### src/rtl/pit_pkg.sv
package pit_pkg;
  typedef enum logic {
    MODE_SUPER = 1'b0,
    MODE_USER  = 1'b1
  } cpu_mode_e;
endpackage

### src/rtl/pit_load_gate.sv
module pit_load_gate
  import pit_pkg::*;
(
  input  logic load_req,
  input  logic mode_user,
  output logic load_ok,
  output logic load_bad
);
  cpu_mode_e mode;
  assign mode     = cpu_mode_e'(mode_user);
  assign load_ok  = load_req && (mode == MODE_SUPER);
  assign load_bad = load_req && (mode == MODE_USER);
endmodule

### src/rtl/pit_down_counter.sv
module pit_down_counter #(
  parameter int CNT_W = 32
) (
  input  logic             clk,
  input  logic             rst_n,
  input  logic             tick_en,
  input  logic             load_ok,
  input  logic [CNT_W-1:0] load_val,
  input  logic             irq_ack,
  output logic [CNT_W-1:0] count,
  output logic             irq,
  output logic             expire_evt
);
  localparam logic [CNT_W-1:0] ONE = CNT_W'(1);

  function automatic logic [CNT_W-1:0] step_down(input logic [CNT_W-1:0] c);
    return (c == '0) ? c : c - ONE;
  endfunction

  logic dec_evt;
  assign dec_evt    = tick_en && !load_ok && (count != '0);
  assign expire_evt = dec_evt && (count == ONE);

  always_ff @(posedge clk or negedge rst_n) begin
    if (!rst_n) begin
      count <= '0;
      irq   <= 1'b0;
    end else begin
      if (load_ok)      count <= load_val;
      else if (dec_evt) count <= step_down(count);

      if (load_ok)         irq <= 1'b0;
      else if (expire_evt) irq <= 1'b1;
      else if (irq_ack)    irq <= 1'b0;
    end
  end
endmodule

### src/rtl/pit_tick_clock.sv
module pit_tick_clock #(
  parameter int TIME_W = 32
) (
  input  logic              clk,
  input  logic              rst_n,
  input  logic              tick_en,
  output logic [TIME_W-1:0] time_ticks
);
  always_ff @(posedge clk or negedge rst_n) begin
    if (!rst_n)       time_ticks <= '0;
    else if (tick_en) time_ticks <= time_ticks + TIME_W'(1);
  end
endmodule

### src/rtl/priv_interval_timer.sv
module priv_interval_timer #(
  parameter int CNT_W  = 32,
  parameter int TIME_W = 32
) (
  input  logic              clk,
  input  logic              rst_n,
  input  logic              tick_en,
  input  logic              mode_user,
  input  logic              load_req,
  input  logic [CNT_W-1:0]  load_val,
  input  logic              irq_ack,
  output logic              irq,
  output logic [CNT_W-1:0]  count,
  output logic              priv_fault,
  output logic [TIME_W-1:0] time_ticks
);
  logic load_ok;
  logic load_bad;
  logic expire_evt;

  pit_load_gate u_gate (
    .load_req (load_req),
    .mode_user(mode_user),
    .load_ok  (load_ok),
    .load_bad (load_bad)
  );

  pit_down_counter #(.CNT_W(CNT_W)) u_cnt (
    .clk       (clk),
    .rst_n     (rst_n),
    .tick_en   (tick_en),
    .load_ok   (load_ok),
    .load_val  (load_val),
    .irq_ack   (irq_ack),
    .count     (count),
    .irq       (irq),
    .expire_evt(expire_evt)
  );

  pit_tick_clock #(.TIME_W(TIME_W)) u_clk (
    .clk       (clk),
    .rst_n     (rst_n),
    .tick_en   (tick_en),
    .time_ticks(time_ticks)
  );

  always_ff @(posedge clk or negedge rst_n) begin
    if (!rst_n) priv_fault <= 1'b0;
    else        priv_fault <= load_bad;
  end
endmodule

### config.mk
export PLATFORM = sky130hd
export DESIGN_NAME = priv_interval_timer
export DESIGN_NICKNAME = d
export VERILOG_FILES = /design/src/rtl/pit_pkg.sv /design/src/rtl/pit_load_gate.sv /design/src/rtl/pit_down_counter.sv /design/src/rtl/pit_tick_clock.sv /design/src/rtl/priv_interval_timer.sv
export SDC_FILE = /design/constraint.sdc
export NUM_CORES = 1
export LEC_CHECK = 0
export BUFFER_PORTS_ARGS = -buffer_cell sky130_fd_sc_hd__buf_2
export CORE_MARGIN = 10
export CORE_UTILIZATION = 50
export DETAILED_ROUTE_END_ITERATION = 8
export PLACE_DENSITY = 0.84
export SLEW_MARGIN = 40
export SYNTH_ARGS = -nofsm -noshare
export SYNTH_HDL_FRONTEND = slang
export SYNTH_SLANG_ARGS = --single-unit
### constraint.sdc
create_clock -name clk -period 3.42 [get_ports clk]
set_input_delay 0.342 -clock clk [delete_from_list [all_inputs] [get_ports clk]]
set_output_delay 0.342 -clock clk [all_outputs]
set_load 0.01 [all_outputs]
==> reports/metrics.yaml, run 1 <==
final_cells: 543
floorplan.die.height_um: 103
drive_above_1_share: 0.287
max_stage_delay_ns: 0.64
grt_pass1_wl_um: 14800
worstSetupEndpointType: "flip-flop"
place_area_um2: 4020
cts_sinks: 66
outcome: "finished with violations"
grt_setup_unrepaired: "no"
synthArstFlopShare: 1.00
area_delta_synth_final_pct: 23.8
wl_per_cell_um: 17.1
critPathMaxFanout: 11
mostFrequentLayoutCells: "buf_2, dfrtp_1, nor2_1"
clk_pin_slew_ns: 0.08
syn_nets: 394
ys_warn_count: 0
failed_checks: "hold timing"
reg2reg_from: "u_cnt.count[5]"
insertion_delay_ns: 0.35
regArea_um2: 1650
cts_root_buffer: "clkbuf_8"
hold_ws_ns: -0.00690
drv_slew: 0
tns_ns: 0
worst-r2r-cell-count: 5
cts_tree: "built"
crit_path_end: "u_cnt.count[29]"
firstDrtPassIters: 4
via_per_inst: 5.85
critPathLaunchType: "flip-flop"
ys_seq_elements: 66
slew-limit-headroom: 0.597
path_cells: "or4_1 > or3_1 > or4_4 > or3_1 > a31oi_1"
period_needed_ns: 2.75
routed_wl_um: 9260
cts_resized: 0
pre_cts_ws_ns: 0.736
cts_buffers: 9
gp_congestion: 0.859
die-area_um2: 10500
regToRegEndpoint: "u_cnt.count[29]"
synth_area_um2: 3410
ctsHoldBuffers: 0
power.density_nw_per_um2: 499
fillers: 585
crit_buf_inv: 0
num_vias: 3175
critPathTopFamily: "simple AND/OR/NAND/NOR gates"
cpMostUsedCell: "or3_1"
die_w_um: 103
synth_edf_count: 0
cellLeakagePower_nw: 1.84
syn_inst: 353
portBuffers: 103
setup_violations: 0
crit_cells: 5
core_area_um2: 6720
yosysSeqAreaShare: 0.485
cp.required_ns: 3.69
dp.cells: 527
finClkSkew_ns: 0.00932
worst_path_max_delay_cell: "or4_1"
arrival_ns: 3.02
synth_ff_type: "dfrtp_1"
multi_input_area_um2: 1680
yosysUniqueCellTypes: 38
grt.overflow.total: 0
hp-class: "in2async"
fin_area_um2: 4220
start_util: 0.507
hold_viol: 8
tightest_slew_ns: 0.600
boundaryPins: 104
cts_setup_buffers: 0
antenna_found_initial: 0
path_class: "reg2reg"
crit_path_start: "u_cnt.count[5]"
drtIter0Drc: 262
rrSetupSlack_ns: 0.67
layout_commonest_cell: "buf_2"
antenna_left: 0
drc: 0
cap_viol_max_count: 0
global_route.usage.total: 0.178
finalCritPeriodShare: 0.804
fin_ws_ns: 0.670
h-tree-depth: 3
clock_path_buffers: 2
diodes: 0
fin_nets: 499
num_rows: 30
hpwlAfterDp_um: 6890
syn_area_per_cell_um2: 9.65
grt_pass1_vias: 2983
grt_start_max_net_pins: 54
timing.fmax_ghz: 0.364
vdd_ir_drop_max_uv: 264
-- state kept, by name, summed over array words and instances, names as in the netlist --
register          count
priv_fault            1
u_cnt.count          32
u_clk.time_ticks     32
u_cnt.irq             1
-- Yosys cell counts, types with 4 or more instances --
master	count	area [um^2]
nand2_1	25	93.8
nand3_1	13	65.1
nand4_1	10	62.6
or3_1	19	119
o31ai_1	11	82.6
o21ai_0	15	75.1
xnor2_1	25	219
xor2_1	10	87.6
o211ai_1	4	30.0
and4_1	4	35.0
clkbuf_1	12	45.0
nand2b_1	4	25.0
and3_1	5	31.3
a31oi_1	21	131
or4_1	21	158
dfrtp_1	66	1650
nor3_1	7	35.0
inv_1	5	18.8
nor2_1	38	143
nor4_1	7	43.8
-- how the worst min path moves through the flow --
stage                     slack, ns                 start              endpoint  cells past startpoint
after CTS                      0.02                 rst_n       u_cnt.count[22]                      1
final                        -0.007                 rst_n       u_cnt.count[22]                      1
after floorplan                0.05                 rst_n            priv_fault                      0
after global routing           0.04                 rst_n  u_clk.time_ticks[23]                      1
after global placement         0.45  u_clk.time_ticks[31]  u_clk.time_ticks[31]                      1
after detailed placement       0.39                 rst_n       u_cnt.count[22]                      1
-- kinds of logic after synthesis --
| family | count (synthesis) | synth area share |
|---|---|---|
| AOI/OAI and AO/OA | 60 | 0.114 |
| muxes | 3 | 0.00955 |
| DFF | 66 | 0.485 |
| xor gates and xnor gates | 35 | 0.0900 |
| and+or+nand+nor | 166 | 0.268 |
| buffers and inverters | 20 | 0.0231 |
| adders and majority gates | 3 | 0.0110 |
-- area by class of cell --
cell class / instances / share of cell area
sequential: 66 / 0.392
timing repair buffer: 109 / 0.134
multi-input combinational: 267 / 0.399
inverter: 5 / 0.00445
clock buffer: 9 / 0.0294
tap: 80 / 0.0237
clock inverter: 7 / 0.0181
-- worst register-to-register path, stage by stage (launching register included) --
cell,delay (ns)
dfrtp_1,0.41
or4_1,0.64
or3_1,0.57
or4_4,0.56
or3_1,0.33
a31oi_1,0.16
-- power breakdown --
part | switching, mW | internal, mW | total (mW)
Combinational | 0.234 | 0.191 | 0.424
Clock | 0.327 | 0.341 | 0.668
Sequential | 0.133 | 0.879 | 1.01
Total | 0.694 | 1.41 | 2.10
-- metrics by stage --
stage	utilization	power, mW
2_1_floorplan	-	1.23
3_3_place_gp	0.597	1.43
3_5_place_dp	0.598	1.45
4_1_cts	0.628	2.12
5_1_grt	0.628	2.22
6_report	0.628	2.10
-- metal layers --
metal	global-route usage	part of all wire
met1	0.227	0.43
met2	0.273	0.47
met3	0.0462	0.079
met4	0.0900	0.023
met5	0	0
No activity file was read; power rests on OpenSTA's default activity.
==> run 2: changes to the inputs <==
- CORE_UTILIZATION: 50 -> 46
- PLACE_DENSITY: 0.84 -> 0.82
- clock period: 3.42 -> 2.2 ns (I/O delays scaled with it)
==> run 2 against run 1 <==
  * Fmax up 14%
  * Combinational power up 130%
  * Cell area up 20%
  * Worst setup slack worse by 0.89 ns
  * Sequential power up 51%
  * The flow finishes with violations (setup timing)
==> reports/metrics.yaml, run 2 (synthesis gave the netlist of run 1 again) <==
wl_per_cell_um: 18.4  # +7.9%
global_route.usage.total: 0.193  # +0.0147
p_switching_mw: 1.18  # +70%
cts_buffers: 9  # unchanged
cap_viol_max_count: 0  # unchanged
routed_wl_um: 11600  # +25%
slew-limit-headroom: 0.725  # +0.129
fin_ws_ns: -0.215  # -0.885 ns
path_cells: "or3_4 > or4_4 > buf_4 > nor4_4 > buf_6 > o211ai_1 > o21a_1"
area_delta_synth_final_pct: 48.9
internal-power_mw: 2.46  # +74%
via_per_inst: 5.74  # -1.8%
h-tree-depth: 3  # unchanged
portBuffers: 103  # unchanged
seq_power_share: 0.420  # -0.061
crit_path_start: "u_cnt.count[15]"
worst-r2r-cell-count: 7  # +2
p_total_mw: 3.64  # +73%
reg_top3: "u_clk.time_ticks x32, u_cnt.count x32"
boundaryPins: 104  # unchanged
cellLeakagePower_nw: 2.33  # +26%
arrival_ns: 2.65  # -0.37 ns
mostFrequentLayoutCells: "buf_2, dfrtp_1, buf_4"
timing.fmax_ghz: 0.414  # +14%
place_area_um2: 4460  # +11%
grt_pass1_wl_um: 17900  # +21%
diodes: 0  # unchanged
combPwrFrac: 0.266  # +0.064
fin_nets: 567  # +14%
max_stage_delay_ns: 0.52  # -0.12 ns
cp.required_ns: 2.44  # -1.25 ns
insertion_delay_ns: 0.34  # about the same
drtIter0Drc: 295  # +13%
clock_path_buffers: 2  # unchanged
critPathLaunchType: "flip-flop"
cts_root_buffer: "clkbuf_8"
floorplan.die.height_um: 106  # +3.4%
power.density_nw_per_um2: 718  # +44%
final_cells: 630  # +16%
tightest_slew_ns: 0.409  # -0.191 ns
hpwlAfterDp_um: 7620  # +11%
num_vias: 3616  # +14%
drv_slew: 0  # unchanged
rrSetupSlack_ns: -0.22  # -0.89 ns
antenna_found_initial: 0  # unchanged
firstDrtPassIters: 5  # +1
fin_area_um2: 5070  # +20%
die_w_um: 106  # +3.4%
regToRegEndpoint: "u_cnt.count[7]"
hold_viol: 0  # -8
grt_pass1_vias: 3667  # +23%
reg2reg_from: "u_cnt.count[15]"
finalCritPeriodShare: 1.10  # +0.294
start_util: 0.472  # -0.0348
grt_start_max_net_pins: 37  # -31%
drive_above_1_share: 0.450  # +0.163
hold_ws_ns: 0.0851  # +0.0920 ns
vdd_ir_drop_max_uv: 333  # +26%
setup_violations: 32  # +32
core_area_um2: 7210  # +7.4%
failed_checks: "setup timing"
worstSetupEndpointType: "flip-flop"
critPathMaxFanout: 7  # -4
outcome: "finished with violations"
sw_frac_of_total: 0.324  # -0.00520
layout_commonest_cell: "buf_2"
dp.cells: 599  # +14%
cts_sinks: 66  # unchanged
gp_congestion: 0.887  # +3.3%
antenna_left: 0  # unchanged
grt.overflow.total: 0  # unchanged
die-area_um2: 11200  # +7.0%
crit_path_end: "u_cnt.count[7]"
worst_path_max_delay_cell: "or4_4"
hp-class: "in2reg"
cts_tree: "built"
clock_power_share: 0.314  # -0.004
grt_setup_unrepaired: "yes"
period_needed_ns: 2.42  # -0.335 ns
path_class: "reg2reg"
clk_pin_slew_ns: 0.08  # about the same
drc: 0  # unchanged
num_rows: 31  # +3.3%
finClkSkew_ns: 0.00694  # -0.00239 ns
-- run 2: cell count changes in the layout (fill, tap and decap cells not counted), sizes merged --
cell / before / now
buf: 109 / 176
bufinv: 1 / 2
clkinv: 2 / 3
dlygate4sd3: 0 / 1
inv: 7 / 5
-- run 2: timing repair --
action | CTS | global route
setup endpoints to repair | 32 | 33
pin swaps | 15 | 23
endpoints found under the hold margin | 16 | 0
setup buffers | 5 | 6
gates resized for setup | 39 | 34
hold buffers | 1 | 0
cloned | 3 | 0
-- run 2: routing by layer --
layer	share of wire	vias up	track usage
li1	-	1656	-
met1	0.39	1734	0.230
met2	0.49	191	0.320
met3	0.088	35	0.0531
met4	0.031	0	0.0812
met5	0	-	0
-- run 2: how the worst min path moves through the flow --
stage | startpoint | endpoint | slack [ns] | depth (start not counted)
final | load_val[16] | u_cnt.count[16] | 0.09 | 3
after global routing | load_val[0] | u_cnt.count[0] | 0.09 | 3
after CTS | load_val[16] | u_cnt.count[16] | 0.08 | 3
after detailed placement | rst_n | u_cnt.count[28] | 0.17 | 1
after global placement | rst_n | u_cnt.count[26] | 0.17 | 1
after floorplan | rst_n | priv_fault | -0.08 | 0
-- run 2: per-stage QoR --
stage	TNS, ns	util	setup WS [ns]
2_1_floorplan	-2.65	-	-0.405
3_3_place_gp	-2.64	0.618	-0.204
3_5_place_dp	-3.92	0.618	-0.258
4_1_cts	-2.24	0.677	-0.159
5_1_grt	-5.65	0.703	-0.280
6_report	-3.61	0.703	-0.215
-- run 2: final cells by class --
| cell class | instances | area [um^2] |
|---|---|---|
| tap | 99 | 124 |
| multi-input combinational | 267 | 1940 |
| clock inverter | 7 | 93.8 |
| sequential | 66 | 1650 |
| timing repair buffer | 177 | 1120 |
| inverter | 5 | 18.8 |
| fill | 513 | 2140 |
| clock buffer | 9 | 124 |
-- run 2: power by group through the flow --
stage / Clock (mW) / Combinational [mW] / Sequential [mW]
after global placement: 0 / 0.860 / 1.52
final: 1.15 / 0.969 / 1.53
after detailed placement: 0 / 0.889 / 1.53
after global routing: 1.21 / 1.06 / 1.55
after floorplan: 0 / 0.287 / 1.63
after CTS: 1.14 / 0.921 / 1.51
-- run 2: critical path: cells and delay by family (launching register included) --
kind,cells,cell delay (ns)
AOI/OAI and AO/OA,2,0.29
buffers and inverters,2,0.37
DFF,1,0.40
and+or+nand+nor,3,1.26
==> run 3: changes to the inputs <==
- CORE_UTILIZATION: 46 -> 47
- PLACE_DENSITY: 0.82 -> 0.79
- SYNTH_HIERARCHICAL: not set -> 1
- TNS_END_PERCENT: not set -> 10
==> run 3 against run 2 <==
  * The flow still finishes with violations (setup timing)
  * Combinational power is 4% higher
  * Worst hold slack got worse by 0.020 ns
  * Core utilization fell by 5.5 points
  * Largest cell class unchanged
  * Register-to-register slack better by 0.17 ns
  * Via count down 1.5%
  * Non-clock buffer count down 20
  * Clock-buffer cell count is the same
==> reports/metrics.yaml, run 3 <==
timing.fmax_ghz: 0.446  # +7.6%
synth_area_um2: 3640  # +6.9%
antenna_found_initial: 0  # unchanged
mostFrequentLayoutCells: "buf_2, dfrtp_1, buf_4"
worst-r2r-cell-count: 7  # unchanged
yosys-top-cells-count: "dfrtp_1, nand2_1, xnor2_1"
synth_top_cell_area_share: 0.454  # -0.0312
tightest_slew_ns: 0.635  # +0.226 ns
tns_ns: -0.150  # +3.46 ns
cts_root_buffer: "clkbuf_8"
num_rows: 32  # +3.2%
path_class: "reg2reg"
cellLeakagePower_nw: 2.28  # -2.3%
core_area_um2: 7650  # +6.0%
hold_viol: 0  # unchanged
synth_ff_type: "dfrtp_1"
h-tree-depth: 3  # unchanged
syn_nets: 405  # +2.8%
yosysMostFrequentCell: "dfrtp_1"
start_util: 0.476  # +0.00387
grt.overflow.total: 0  # unchanged
hold_depth: 3  # unchanged
synth_area_leader_cell: "dfrtp_1"
slew-limit-headroom: 0.573  # -0.153
insertion_delay_ns: 0.35  # about the same
global_route.usage.total: 0.188  # -0.00450
p_total_mw: 3.54  # -2.8%
firstDrtPassIters: 5  # unchanged
critPathMaxFanout: 3  # -4
clk_pin_slew_ns: 0.08  # about the same
combPwrFrac: 0.285  # +0.019
outcome: "finished with violations"
antenna_left: 0  # unchanged
drc: 0  # unchanged
critPathTopFamily: "simple AND/OR/NAND/NOR gates"
worstSetupEndpointType: "flip-flop"
grt_start_max_net_pins: 45  # +22%
fin_area_um2: 4950  # -2.3%
pre_cts_ws_ns: -0.119  # +0.139 ns
arrival_ns: 2.48  # -0.17 ns
p_switching_mw: 1.28  # +8.4%
syn_inst: 364  # +3.1%
clock_path_buffers: 2  # unchanged
cts_buffers: 9  # unchanged
final_cells: 629  # -0.16%
cts_sinks: 66  # unchanged
num_vias: 3560  # -1.5%
portBuffers: 103  # unchanged
cts_tree: "built"
worst_path_max_delay_cell: "or4_4"
drv_slew: 0  # unchanged
routed_wl_um: 11200  # -3.4%
hp-class: "in2reg"
finClkSkew_ns: 0.00725  # +0.000313 ns
drtIter0Drc: 289  # -2.0%
seq_power_share: 0.452  # +0.032
fin_nets: 563  # -0.71%
place_area_um2: 4650  # +4.2%
cap_viol_max_count: 0  # unchanged
layout_commonest_cell: "buf_2"
failed_checks: "setup timing"
yosysSeqAreaShare: 0.454  # -0.0312
critPathLaunchType: "flip-flop"
die_w_um: 108  # +1.8%
die-area_um2: 11700  # +3.7%
ys_warn_count: 6  # +6
setup_violations: 6  # -81%
power.density_nw_per_um2: 715  # -0.44%
fin_ws_ns: -0.0435  # +0.172 ns
grt_pass1_wl_um: 17800  # -0.58%
path_cells: "or4_4 > or2_4 > o41ai_4 > buf_4 > buf_6 > nand2_1 > a22o_1"
reg_top3: "u_clk/time_ticks x32, u_cnt/count x32"
dp.cells: 609  # +1.7%
sw_frac_of_total: 0.362  # +0.0372
cp.required_ns: 2.44  # about the same
grt_pass1_vias: 3614  # -1.4%
internal-power_mw: 2.26  # -8.1%
via_per_inst: 5.66  # -1.4%
hpwlAfterDp_um: 8340  # +9.5%
area_delta_synth_final_pct: 36.1
finalCritPeriodShare: 1.02  # -0.0780
vdd_ir_drop_max_uv: 568  # +70%
max_stage_delay_ns: 0.54  # +0.02 ns
floorplan.die.height_um: 108  # +1.8%
synthArstFlopShare: 1.00  # unchanged
clock_power_share: 0.262  # -0.052
yosysUniqueCellTypes: 55  # +45%
synth_edf_count: 0  # unchanged
drive_above_1_share: 0.398  # -0.0516
wl_per_cell_um: 17.8  # -3.3%
diodes: 0  # unchanged
boundaryPins: 104  # unchanged
crit_buf_inv: 2  # unchanged
ys_seq_elements: 66  # unchanged
period_needed_ns: 2.24  # -0.172 ns
synth.area.top_cells: "dfrtp_1, xnor2_1, xor2_1, nand2_1, nor2_1"
crit_cells: 7  # unchanged
syn_area_per_cell_um2: 10.0  # +3.6%
gp_congestion: 0.908  # +2.3%
grt_setup_unrepaired: "yes"
-- run 3: worst paths after layout --
| kind | startpoint | endpoint | slack [ns] |
|---|---|---|---|
| hold reg to reg | u_clk/time_ticks[31] | u_clk/time_ticks[31] | 0.48 |
| setup / recovery | u_cnt/count[27] | u_cnt/count[1] | -0.04 |
| max in group asynchronous | rst_n | u_cnt/count[12] | 1.18 |
| setup reg to reg | u_cnt/count[27] | u_cnt/count[1] | -0.04 |
| hold / removal | load_val[4] | u_cnt/count[4] | 0.07 |
| min in group asynchronous | rst_n | u_cnt/count[15] | 0.40 |
-- run 3: final cells by class --
cell class,instances,area (um^2)
inverter,10,37.5
fill,618,2690
timing repair buffer,157,956
sequential,66,1650
multi-input combinational,278,2000
clock inverter,7,55.1
clock buffer,9,124
tap,102,128
-- run 3: routing by layer --
metal,global-route usage,wire length [um]
met5,0,0
met4,0.0592,91
met3,0.0523,799
met2,0.297,5410
met1,0.245,4900
-- run 3: power by group through the flow --
stage	logic, mW	clock network, mW	registers (mW)
global placement	0.956	0	1.59
global route	1.11	1.01	1.63
floorplan	0.384	0	1.69
finish	1.01	0.929	1.60
CTS	0.997	0.951	1.59
detailed placement	0.982	0	1.60
-- run 3: worst min-delay path, delay by kind of cell --
| kind | cells | cell delay, ns |
|---|---|---|
| buffers and inverters | 1 | 0.07 |
| AND/OR/NAND/NOR | 2 | 0.09 |
-- run 3: cell families after synthesis --
kind of cell               Yosys count  synth area share
DFF                                 66             0.454
xor gates and xnor gates            42             0.101
buffers and inverters               20            0.0220
and+or+nand+nor                    169             0.278
muxes                                4            0.0134
adders and majority gates            3            0.0103
AOI/OAI and AO/OA                   60             0.121
-- run 3: through the flow --
| step | hold WS (ns) | utilization |
|---|---|---|
| after floorplan | -0.0756 | - |
| after global placement | 0.242 | 0.608 |
| after detailed placement | 0.249 | 0.608 |
| after CTS | 0.0548 | 0.639 |
| after global routing | 0.0690 | 0.648 |
| final | 0.0653 | 0.648 |
-- run 3: what timing repair did --
| item | CTS | global route |
|---|---|---|
| hold endpoints to repair | 22 | 0 |
| pin swaps | 4 | 8 |
| resized for setup | 8 | 16 |
| setup buffers | 2 | 1 |
| endpoints found under the setup margin | 12 | 26 |
| hold buffers | 1 | 0 |
